$ cat src/rtl/dma_addr_pkg.sv
package dma_addr_pkg;
  typedef struct packed {
    logic load;    // take start values, arm the channel
    logic step;    // accepted transfer, advance by one unit
    logic reload;  // terminal count under auto-initialize
  } dmaStrobe_t;
endpackage

$ cat src/rtl/dma_addr_ctrl.sv
module dma_addr_ctrl
  import dma_addr_pkg::*;
(
  input  logic       clk,
  input  logic       rstN,
  input  logic       loadStb,
  input  logic       xferStb,
  input  logic       autoInit,
  input  logic       countZero,
  output dmaStrobe_t st,
  output logic       termCount,
  output logic       active,
  output logic       done
);
  logic stepOk;

  always_comb begin
    stepOk    = xferStb && active && !loadStb;
    termCount = stepOk && countZero;
    st.load   = loadStb;
    st.step   = stepOk;
    st.reload = termCount && autoInit;
  end

  always_ff @(posedge clk or negedge rstN) begin
    if (!rstN) begin
      active <= 1'b0;
      done   <= 1'b0;
    end else if (loadStb) begin
      active <= 1'b1;
      done   <= 1'b0;
    end else if (termCount && !autoInit) begin
      active <= 1'b0;
      done   <= 1'b1;
    end
  end

  p_stop_at_tc_r6: assert property (@(posedge clk) disable iff (!rstN)
    (termCount && !autoInit) |=> (done && !active));

  p_load_arms_r9: assert property (@(posedge clk) disable iff (!rstN)
    loadStb |=> (active && !done));

  p_tc_only_when_armed_r8: assert property (@(posedge clk) disable iff (!rstN)
    !active |-> !termCount);
endmodule

$ cat src/rtl/dma_addr_dp.sv
module dma_addr_dp
  import dma_addr_pkg::*;
#(
  parameter int PAGE_W = 8,
  parameter int CNT_W  = 16,
  localparam int PHYS_W = PAGE_W + CNT_W
) (
  input  logic              clk,
  input  logic              rstN,
  input  dmaStrobe_t        st,
  input  logic [CNT_W-1:0]  startAddr,
  input  logic [CNT_W-1:0]  startCount,
  input  logic [CNT_W-1:0]  baseAddr,
  input  logic [CNT_W-1:0]  baseCount,
  input  logic [PAGE_W-1:0] pageReg,
  input  logic              wordMode,
  output logic [PHYS_W-1:0] physAddr,
  output logic [1:0]        byteEn,
  output logic              countZero,
  output logic [CNT_W-1:0]  residue
);
  logic [CNT_W-1:0] addrQ;
  logic [CNT_W-1:0] cntQ;

  always_ff @(posedge clk or negedge rstN) begin
    if (!rstN) begin
      addrQ <= '0;
      cntQ  <= '1;
    end else if (st.load) begin
      addrQ <= startAddr;
      cntQ  <= startCount;
    end else if (st.reload) begin
      addrQ <= baseAddr;
      cntQ  <= baseCount;
    end else if (st.step) begin
      addrQ <= addrQ + 1'b1;
      cntQ  <= cntQ - 1'b1;
    end
  end

  always_comb begin
    if (wordMode) begin
      physAddr = {pageReg[PAGE_W-1:1], addrQ, 1'b0};
      byteEn   = 2'b11;
    end else begin
      physAddr = {pageReg, addrQ};
      byteEn   = addrQ[0] ? 2'b10 : 2'b01;
    end
    countZero = (cntQ == '0);
    residue   = cntQ;
  end

  p_count_step_r4: assert property (@(posedge clk) disable iff (!rstN)
    (st.step && !st.reload && !st.load) |=> (cntQ == $past(cntQ) - 1'b1));

  p_addr_wrap_r3: assert property (@(posedge clk) disable iff (!rstN)
    (st.step && !st.reload && !st.load && addrQ == '1) |=> (addrQ == '0));

  p_reload_base_r7: assert property (@(posedge clk) disable iff (!rstN)
    (st.reload && !st.load) |=> (addrQ == $past(baseAddr) && cntQ == $past(baseCount)));

  p_hold_idle_r8: assert property (@(posedge clk) disable iff (!rstN)
    (!st.load && !st.step && !st.reload) |=> ($stable(addrQ) && $stable(cntQ)));

  p_one_lane_r5: assert property (@(posedge clk) disable iff (!rstN)
    !wordMode |-> ($countones(byteEn) == 1));
endmodule

$ cat src/rtl/dma_addr_gen.sv
module dma_addr_gen
  import dma_addr_pkg::*;
#(
  parameter int PAGE_W = 8,
  parameter int CNT_W  = 16,
  localparam int PHYS_W = PAGE_W + CNT_W
) (
  input  logic              clk,
  input  logic              rstN,
  input  logic              loadStb,
  input  logic [CNT_W-1:0]  startAddr,
  input  logic [CNT_W-1:0]  startCount,
  input  logic [CNT_W-1:0]  baseAddr,
  input  logic [CNT_W-1:0]  baseCount,
  input  logic [PAGE_W-1:0] pageReg,
  input  logic              wordMode,
  input  logic              autoInit,
  input  logic              xferStb,
  output logic [PHYS_W-1:0] physAddr,
  output logic [1:0]        byteEn,
  output logic              termCount,
  output logic              active,
  output logic              done,
  output logic [CNT_W-1:0]  residue
);
  dmaStrobe_t st;
  logic       countZero;

  dma_addr_ctrl u_ctrl (
    .clk       (clk),
    .rstN      (rstN),
    .loadStb   (loadStb),
    .xferStb   (xferStb),
    .autoInit  (autoInit),
    .countZero (countZero),
    .st        (st),
    .termCount (termCount),
    .active    (active),
    .done      (done)
  );

  dma_addr_dp #(.PAGE_W(PAGE_W), .CNT_W(CNT_W)) u_dp (
    .clk        (clk),
    .rstN       (rstN),
    .st         (st),
    .startAddr  (startAddr),
    .startCount (startCount),
    .baseAddr   (baseAddr),
    .baseCount  (baseCount),
    .pageReg    (pageReg),
    .wordMode   (wordMode),
    .physAddr   (physAddr),
    .byteEn     (byteEn),
    .countZero  (countZero),
    .residue    (residue)
  );
endmodule

$ cat config.mk
export PLATFORM = sky130hd
export DESIGN_NAME = dma_addr_gen
export DESIGN_NICKNAME = d
export VERILOG_FILES = /design/src/rtl/dma_addr_pkg.sv /design/src/rtl/dma_addr_ctrl.sv /design/src/rtl/dma_addr_dp.sv /design/src/rtl/dma_addr_gen.sv
export SDC_FILE = /design/constraint.sdc
export NUM_CORES = 1
export LEC_CHECK = 0
export BUFFER_PORTS_ARGS = -buffer_cell sky130_fd_sc_hd__buf_2
export CAP_MARGIN = 20
export CORE_MARGIN = 1
export CORE_UTILIZATION = 36
export CTS_CLUSTER_DIAMETER = 60
export DETAILED_ROUTE_END_ITERATION = 16
export GPL_ROUTABILITY_DRIVEN = 0
export PLACE_DENSITY = 0.67
export SETUP_SLACK_MARGIN = 0.2
export SYNTH_ARGS = -nofsm -noshare
export SYNTH_HDL_FRONTEND = slang
export SYNTH_SLANG_ARGS = --single-unit
export TNS_END_PERCENT = 50
$ cat constraint.sdc
create_clock -name clk -period 2.05 [get_ports clk]
set_clock_uncertainty 0.15 [all_clocks]
set_input_delay 0.3075 -clock clk [delete_from_list [all_inputs] [get_ports clk]]
set_output_delay 0.3075 -clock clk [all_outputs]
set_load 0.05 [all_outputs]
==> run summary, run 1 <==
Setup WS post-layout = -0.261 ns
Register bit total from synthesis = 34
GRT Total Usage = 22.9%
Timing-limited maximum frequency = 433 MHz
FP Rows = 30
Critical Path Fanout Max = 4
First-pass GRT wire length = 13,300 µm
GRT Max-Usage Layer = met2
Critical path data arrival time = 2.31 ns
Hpwl dp = 6150 µm
Worst setup SP type = flip-flop
Final wirelength = 8580 µm
IO Count = 123
CORE AREA = 6910 µm²
Hold crit path type = in2reg
Vias in the first global route = 2,765
Met1 usage = 30.3%
Failing checks = setup timing
Period minus WS final = 2.31 ns
# setup viols final = 31
DRT antenna net count = 0
Die Span Y = 87.1 µm
Port Buffers = 108
Asr flop ratio synth = 100%
Final Hold Viols = 0
Reg clk slew, reported paths = 0.08 ns
Routed len/inst = 16.1 µm
Final Util = 55.6%
Share of cells above drive strength 1 = 52.1%
Clock Path Buffers = 2
Sequential share of power = 37.7%
Switch Pwr = 978 µW
Worst slack at placement = -0.0854 ns
Cell Chain, Critical Path = inv_2, ha_4, or4b_4, buf_6, nand4b_4, nor2_4, buf_12, mux2i_1, o221ai_1
Diode count = 0
Switching share of power = 41.9%
P&R area growth vs syn = 47.5%
Max_cap viols = 0
Most common cell in the netlist = nand2_1
DR DRC count = 0
Slew @ Worst Pin = 0.480 ns
Worst EP required = 2.05 ns
Initial core utilization = 37.7%
Ranking of synthesized cells by area = dfrtp_1 17%, dfstp_2 16%, mux2_2 6.1%, nand2_1 5.9%, o21ai_0 5.2%
Final nets = 517
Vias per inst = 5.33
Pre-antenna DRT Iters = 5
CTS tree = built
Slew Viols, Final = 0
Leak = 1.76 nW
Share of the synthesized area in the top cell type = 17.3%
Max incr delay on CP = 0.49 ns
CP Class = reg2reg
H-Tree Depth = 2
Via count = 2,844
Slew margin rel. = 68.0%
Grt ovf = 0
Final worst-path cycle share = 113%
Unrepaired setup endpoints after global routing = true
Die width = 87.1 µm
PD cells = 607 nW/µm²
CP max-delay cell = or4b_4
EDFF count, synth = 0
Synth Area per Inst = 8.57 µm²
Status = finished with violations
Netlist cell types = 49
CP endpoint kind = flip-flop
Total of fill cells in the finished design = 684
Synth Warn # = 0
Initial antenna violation count = 0
Ys flop type = dfrtp_1
Yosys top cell by area = dfrtp_1
Largest net degree at the start of global routing = 40
Internal power = 1.35 mW
VDD IR max = 0.301 mV
Die area = 7580 µm²
Post-synthesis net count = 384
Post-Syn Instances = 304
Comb power frac = 40.8%
Clock root cell = clkbuf_8
Met2 Usage GRT = 38.2%
Num CTS Buffers = 5
Synth top cells by count = 41 x nand2_1, 27 x o21ai_0, 18 x dfrtp_1
Clk pwr share = 21.5%
Clock Latency Late Sink = 0.30 ns
Post-synthesis sequential area ratio = 33.4%
WHS = 0.0715 ns
Area of the mapped netlist = 2600 µm²
Drt first-iter violations = 186
Grt met3 use = 4.08%
# clock sinks = 34
==> kinds of logic (layout without fill, tap and decap cells) <==
logic type	count (synthesis)	in the layout	share of synthesized area, %
mux	19	19	7.97
flops	34	34	33.4
simple gates	111	111	23.2
compound gates	81	81	20.2
buf+inv	33	167	6.20
fa+ha+maj	2	2	0.960
xor+xnor	24	24	8.07
==> registers in the layout, indices dropped and copies added, names as in the netlist <==
register	flops
u_ctrl.active	1
u_ctrl.done	1
u_dp.addrQ	16
u_dp.residue	16
==> critical path: cells and delay by family, from the launching register on <==
family | cells | cell delay, ns
muxes | 1 | 0.17
and+or+nand+nor | 3 | 0.89
AOI/OAI and AO/OA | 1 | 0.12
adders and majority gates | 1 | 0.13
buffers and inverters | 3 | 0.34
DFF | 1 | 0.38
==> placed cells by master, fill, tap and decap left out, types with 6 or more instances in the layout <==
cell type,Yosys,routed
o211ai_1,8,8
buf_6,1,7
a21oi_1,14,14
nand3_1,6,6
dfrtp_1,18,17
dfstp_2,16,16
o21ai_1,2,10
and3_1,14,13
mux2_2,14,14
inv_1,9,7
o21ai_2,0,10
o21ai_0,27,9
buf_2,0,107
nand2_1,41,40
xor2_1,12,12
buf_4,8,30
xnor2_1,12,12
nor2_1,15,13
==> path summary, 6_finish.rpt <==
| kind | from | to | slack, ns | depth (start not counted) |
|---|---|---|---|---|
| setup / recovery | u_dp.residue[1] | u_dp.addrQ[1] | -0.26 | 9 |
| hold / removal | startAddr[7] | u_dp.addrQ[7] | 0.07 | 2 |
| setup reg to reg | u_dp.residue[1] | u_dp.addrQ[1] | -0.26 | 9 |
| hold reg to reg | u_ctrl.active | u_ctrl.active | 0.36 | 2 |
| max in group asynchronous | rstN | u_dp.residue[1] | 0.86 | 3 |
| min in group asynchronous | rstN | u_dp.addrQ[10] | 0.34 | 2 |
==> per-stage QoR <==
step	TNS (ns)	cells	power, mW	cell area [µm²]
floorplan	-2.49	304	1.52	2650
global placement	-0.284	518	1.77	3450
detailed placement	-1.03	518	1.78	3450
CTS	-5.32	532	2.29	3660
global route	-7.20	534	2.45	3840
finish	-5.05	534	2.33	3840
==> metal layers <==
metal	routed length, µm	vias to the layer above
met1	3750	1356
met5	0	-
met3	564	11
met4	116	0
li1	-	1374
met2	4150	103
==> area by class of cell <==
| type | count | area, µm² | share of cell area, % |
|---|---|---|---|
| clock buffers | 6 | 72.6 | 1.89 |
| clock inverters | 2 | 10.0 | 0.261 |
| inverters | 9 | 33.8 | 0.879 |
| multi-input cells | 237 | 1780 | 46.4 |
| flip-flops and latches | 34 | 872 | 22.7 |
| well taps | 96 | 120 | 3.13 |
| repair buffers | 150 | 952 | 24.8 |
==> power by group through the flow <==
stage               sequential (mW)  combinational, mW  clock (mW)
floorplan                     0.999              0.520           0
global placement              0.882              0.885           0
detailed placement            0.886              0.892           0
CTS                           0.875              0.905       0.508
global route                  0.896               1.02       0.536
finish                        0.879              0.952       0.500
==> repair_timing <==
item	4_1_cts	5_1_grt
hold endpoints to repair	12	0
buffers inserted	4	2
gates resized for setup	20	41
pin swaps	4	10
endpoints found under the setup margin	33	34
gates cloned	1	0
hold buffers	1	0
No activity file was read; power rests on OpenSTA's default activity.
==> run 2: changes to the inputs <==
--- a/config.mk
+++ b/config.mk
@@ -13,7 +13,7 @@
 export DETAILED_ROUTE_END_ITERATION = 16
 export GPL_ROUTABILITY_DRIVEN = 0
 export PLACE_DENSITY = 0.67
-export SETUP_SLACK_MARGIN = 0.2
+export SETUP_SLACK_MARGIN = 0.5
 export SYNTH_ARGS = -nofsm -noshare
 export SYNTH_HDL_FRONTEND = slang
 export SYNTH_SLANG_ARGS = --single-unit
==> run 2 against run 1 <==
Against the previous run:
- the flow still finishes with violations (setup timing)
- register-to-register slack improved by 0.11 ns
- die area unchanged
- hold slack improved by 0.0051 ns
- critical path depth fell by 3
- total power is 14% higher
- non-clock buffer count grew 16
- clock power rose by 27%
==> run summary, run 2 (synthesis results as in run 1) <==
FP Rows = 30 (unchanged)
Max_cap viols = 0 (unchanged)
GRT Total Usage = 24.6% (+1.7 points)
Status = finished with violations
CP endpoint kind = primary output
Leak = 1.99 nW (+13%)
Most frequent cells in the layout = 81 x buf_2, 39 x nand2_1, 34 x buf_4
Clock root cell = clkbuf_8
Die area = 7580 µm² (unchanged)
Critical Path Fanout Max = 5 (+1)
Diode count = 0 (unchanged)
DR DRC count = 0 (unchanged)
Final worst-path cycle share = 114% (+1.4 points)
Unrepaired setup endpoints after global routing = true
PD cells = 614 nW/µm² (+1.2%)
Hold crit path type = in2reg
H-Tree Depth = 2 (unchanged)
Pre-antenna DRT Iters = 4 (-1)
Clock Path Buffers = 2 (unchanged)
Leading cell type in the layout, fill and taps excluded = buf_2
Internal power = 1.63 mW (+20%)
# setup viols final = 33 (+6.5%)
Final wirelength = 8990 µm (+4.8%)
# clock sinks = 34 (unchanged)
Sequential share of power = 32.9% (-4.8 points)
Final Hold Viols = 0 (unchanged)
Vias per inst = 5.31 (-0.21%)
Largest net degree at the start of global routing = 26 (-35%)
Drt first-iter violations = 127 (-32%)
First-pass GRT wire length = 14,400 µm (+8.1%)
Switching share of power = 39.0% (-3.0 points)
Clock Latency Late Sink = 0.29 ns (about the same)
Initial antenna violation count = 0 (unchanged)
Hpwl dp = 6070 µm (-1.3%)
Timing-limited maximum frequency = 428 MHz (-1.2%)
CTS tree = built
Vias in the first global route = 3,010 (+8.9%)
Cell Chain, Critical Path = inv_2, ha_4, or4b_4, nor3_4, and3_4, buf_8
Max incr delay on CP = 0.50 ns (about the same)
DRT antenna net count = 0 (unchanged)
Setup_tns = -2.64 ns (+2.41 ns)
Slew Viols, Final = 0 (unchanged)
Final nets = 533 (+3.1%)
Period minus WS final = 2.34 ns (+0.0279 ns)
Switch Pwr = 1.04 mW (+6.3%)
Die Span Y = 87.1 µm (unchanged)
Worst EP required = 1.59 ns (-0.46 ns)
Reg clk slew, reported paths = 0.08 ns (about the same)
Routed len/inst = 16.4 µm (+1.7%)
CORE AREA = 6910 µm² (unchanged)
IO Count = 123 (unchanged)
P&R area growth vs syn = 66.7%
Grt ovf = 0 (unchanged)
Critical path data arrival time = 1.88 ns (-0.43 ns)
Worst setup SP type = flip-flop
CP Class = reg2out
Clk pwr share = 23.9% (+2.4 points)
Initial core utilization = 37.7% (unchanged)
Port Buffers = 108 (unchanged)
Share of cells above drive strength 1 = 56.4% (+4.3 points)
Via count = 2,923 (+2.8%)
Worst slack at placement = -0.115 ns (-0.0293 ns)
Comb power frac = 43.2% (+2.4 points)
Die width = 87.1 µm (unchanged)
Num CTS Buffers = 5 (unchanged)
Slew margin rel. = 59.3% (-8.7 points)
Setup WS post-layout = -0.288 ns (-0.0279 ns)
CP max-delay cell = or4b_4
VDD IR max = 0.347 mV (+15%)
Failing checks = setup timing
Slew @ Worst Pin = 0.610 ns (+0.130 ns)
[run 2: cell types whose count changed in the layout (fill, tap and decap cells not counted), sizes merged]
| cell | before | now |
|---|---|---|
| bufinv | 0 | 1 |
| clkbuf | 6 | 5 |
| buf | 149 | 165 |
[run 2: worst max-delay path: cells and delay by family, from the launching register on]
family,cells,cell delay (ns)
adder cells (fa/ha/maj),1,0.13
buffers and inverters,2,0.20
flip-flops,1,0.38
AND/OR/NAND/NOR,3,0.87
[run 2: power groups by stage]
stage	Combinational, mW	Clock [mW]	Sequential (mW)
4_1_cts	1.11	0.640	0.869
5_1_grt	1.23	0.667	0.887
6_report	1.15	0.636	0.878
2_1_floorplan	0.521	0	0.999
3_3_place_gp	0.892	0	0.876
3_5_place_dp	0.900	0	0.879
[run 2: area by class of cell]
class | count | area [µm²]
fillers | 615 | 2560
multi-input cells | 237 | 1850
repair buffers | 166 | 1360
flip-flops and latches | 34 | 872
well taps | 96 | 120
clock buffers | 5 | 68.8
clock inverters | 3 | 40.0
inverters | 9 | 33.8
[run 2: path summary, 6_finish.rpt]
kind                                  from              end  slack, ns  depth (start not counted)
setup / recovery           u_dp.residue[1]        termCount      -0.29                          6
hold / removal               startCount[4]  u_dp.residue[4]       0.08                          3
setup reg to reg           u_dp.residue[1]    u_dp.addrQ[0]      -0.15                          9
hold reg to reg              u_ctrl.active    u_ctrl.active       0.37                          2
max in group asynchronous             rstN  u_dp.residue[7]       0.67                          3
min in group asynchronous             rstN      u_ctrl.done       0.41                          2
[run 2: repair_timing]
action / CTS / global route
resized for setup: 141 / 27
endpoints found under the setup margin: 70 / 67
gates cloned: 1 / 0
hold endpoints to repair: 18 / 0
pin swaps: 22 / 18
buffers inserted: 12 / 8
hold buffers: 1 / 0
[run 2: layer usage]
metal | GRT usage (%) | vias up | share of wire [%]
li1 | - | 1405 | -
met1 | 31.5 | 1397 | 43
met2 | 43.0 | 107 | 50
met3 | 3.51 | 14 | 5.1
met4 | 6.82 | 0 | 1.5
met5 | 0 | - | 0
[run 2: through the flow]
stage                     util, %  power, mW  cells  area [µm²]  hold slack, ns
after floorplan                 -       1.52    304        2650          -0.138
after global placement       50.1       1.77    520        3460           0.201
after detailed placement     50.1       1.78    520        3460           0.212
after CTS                    60.2       2.62    542        4160          0.0816
after global routing         62.9       2.79    550        4340          0.0877
final                        62.9       2.67    550        4340          0.0766
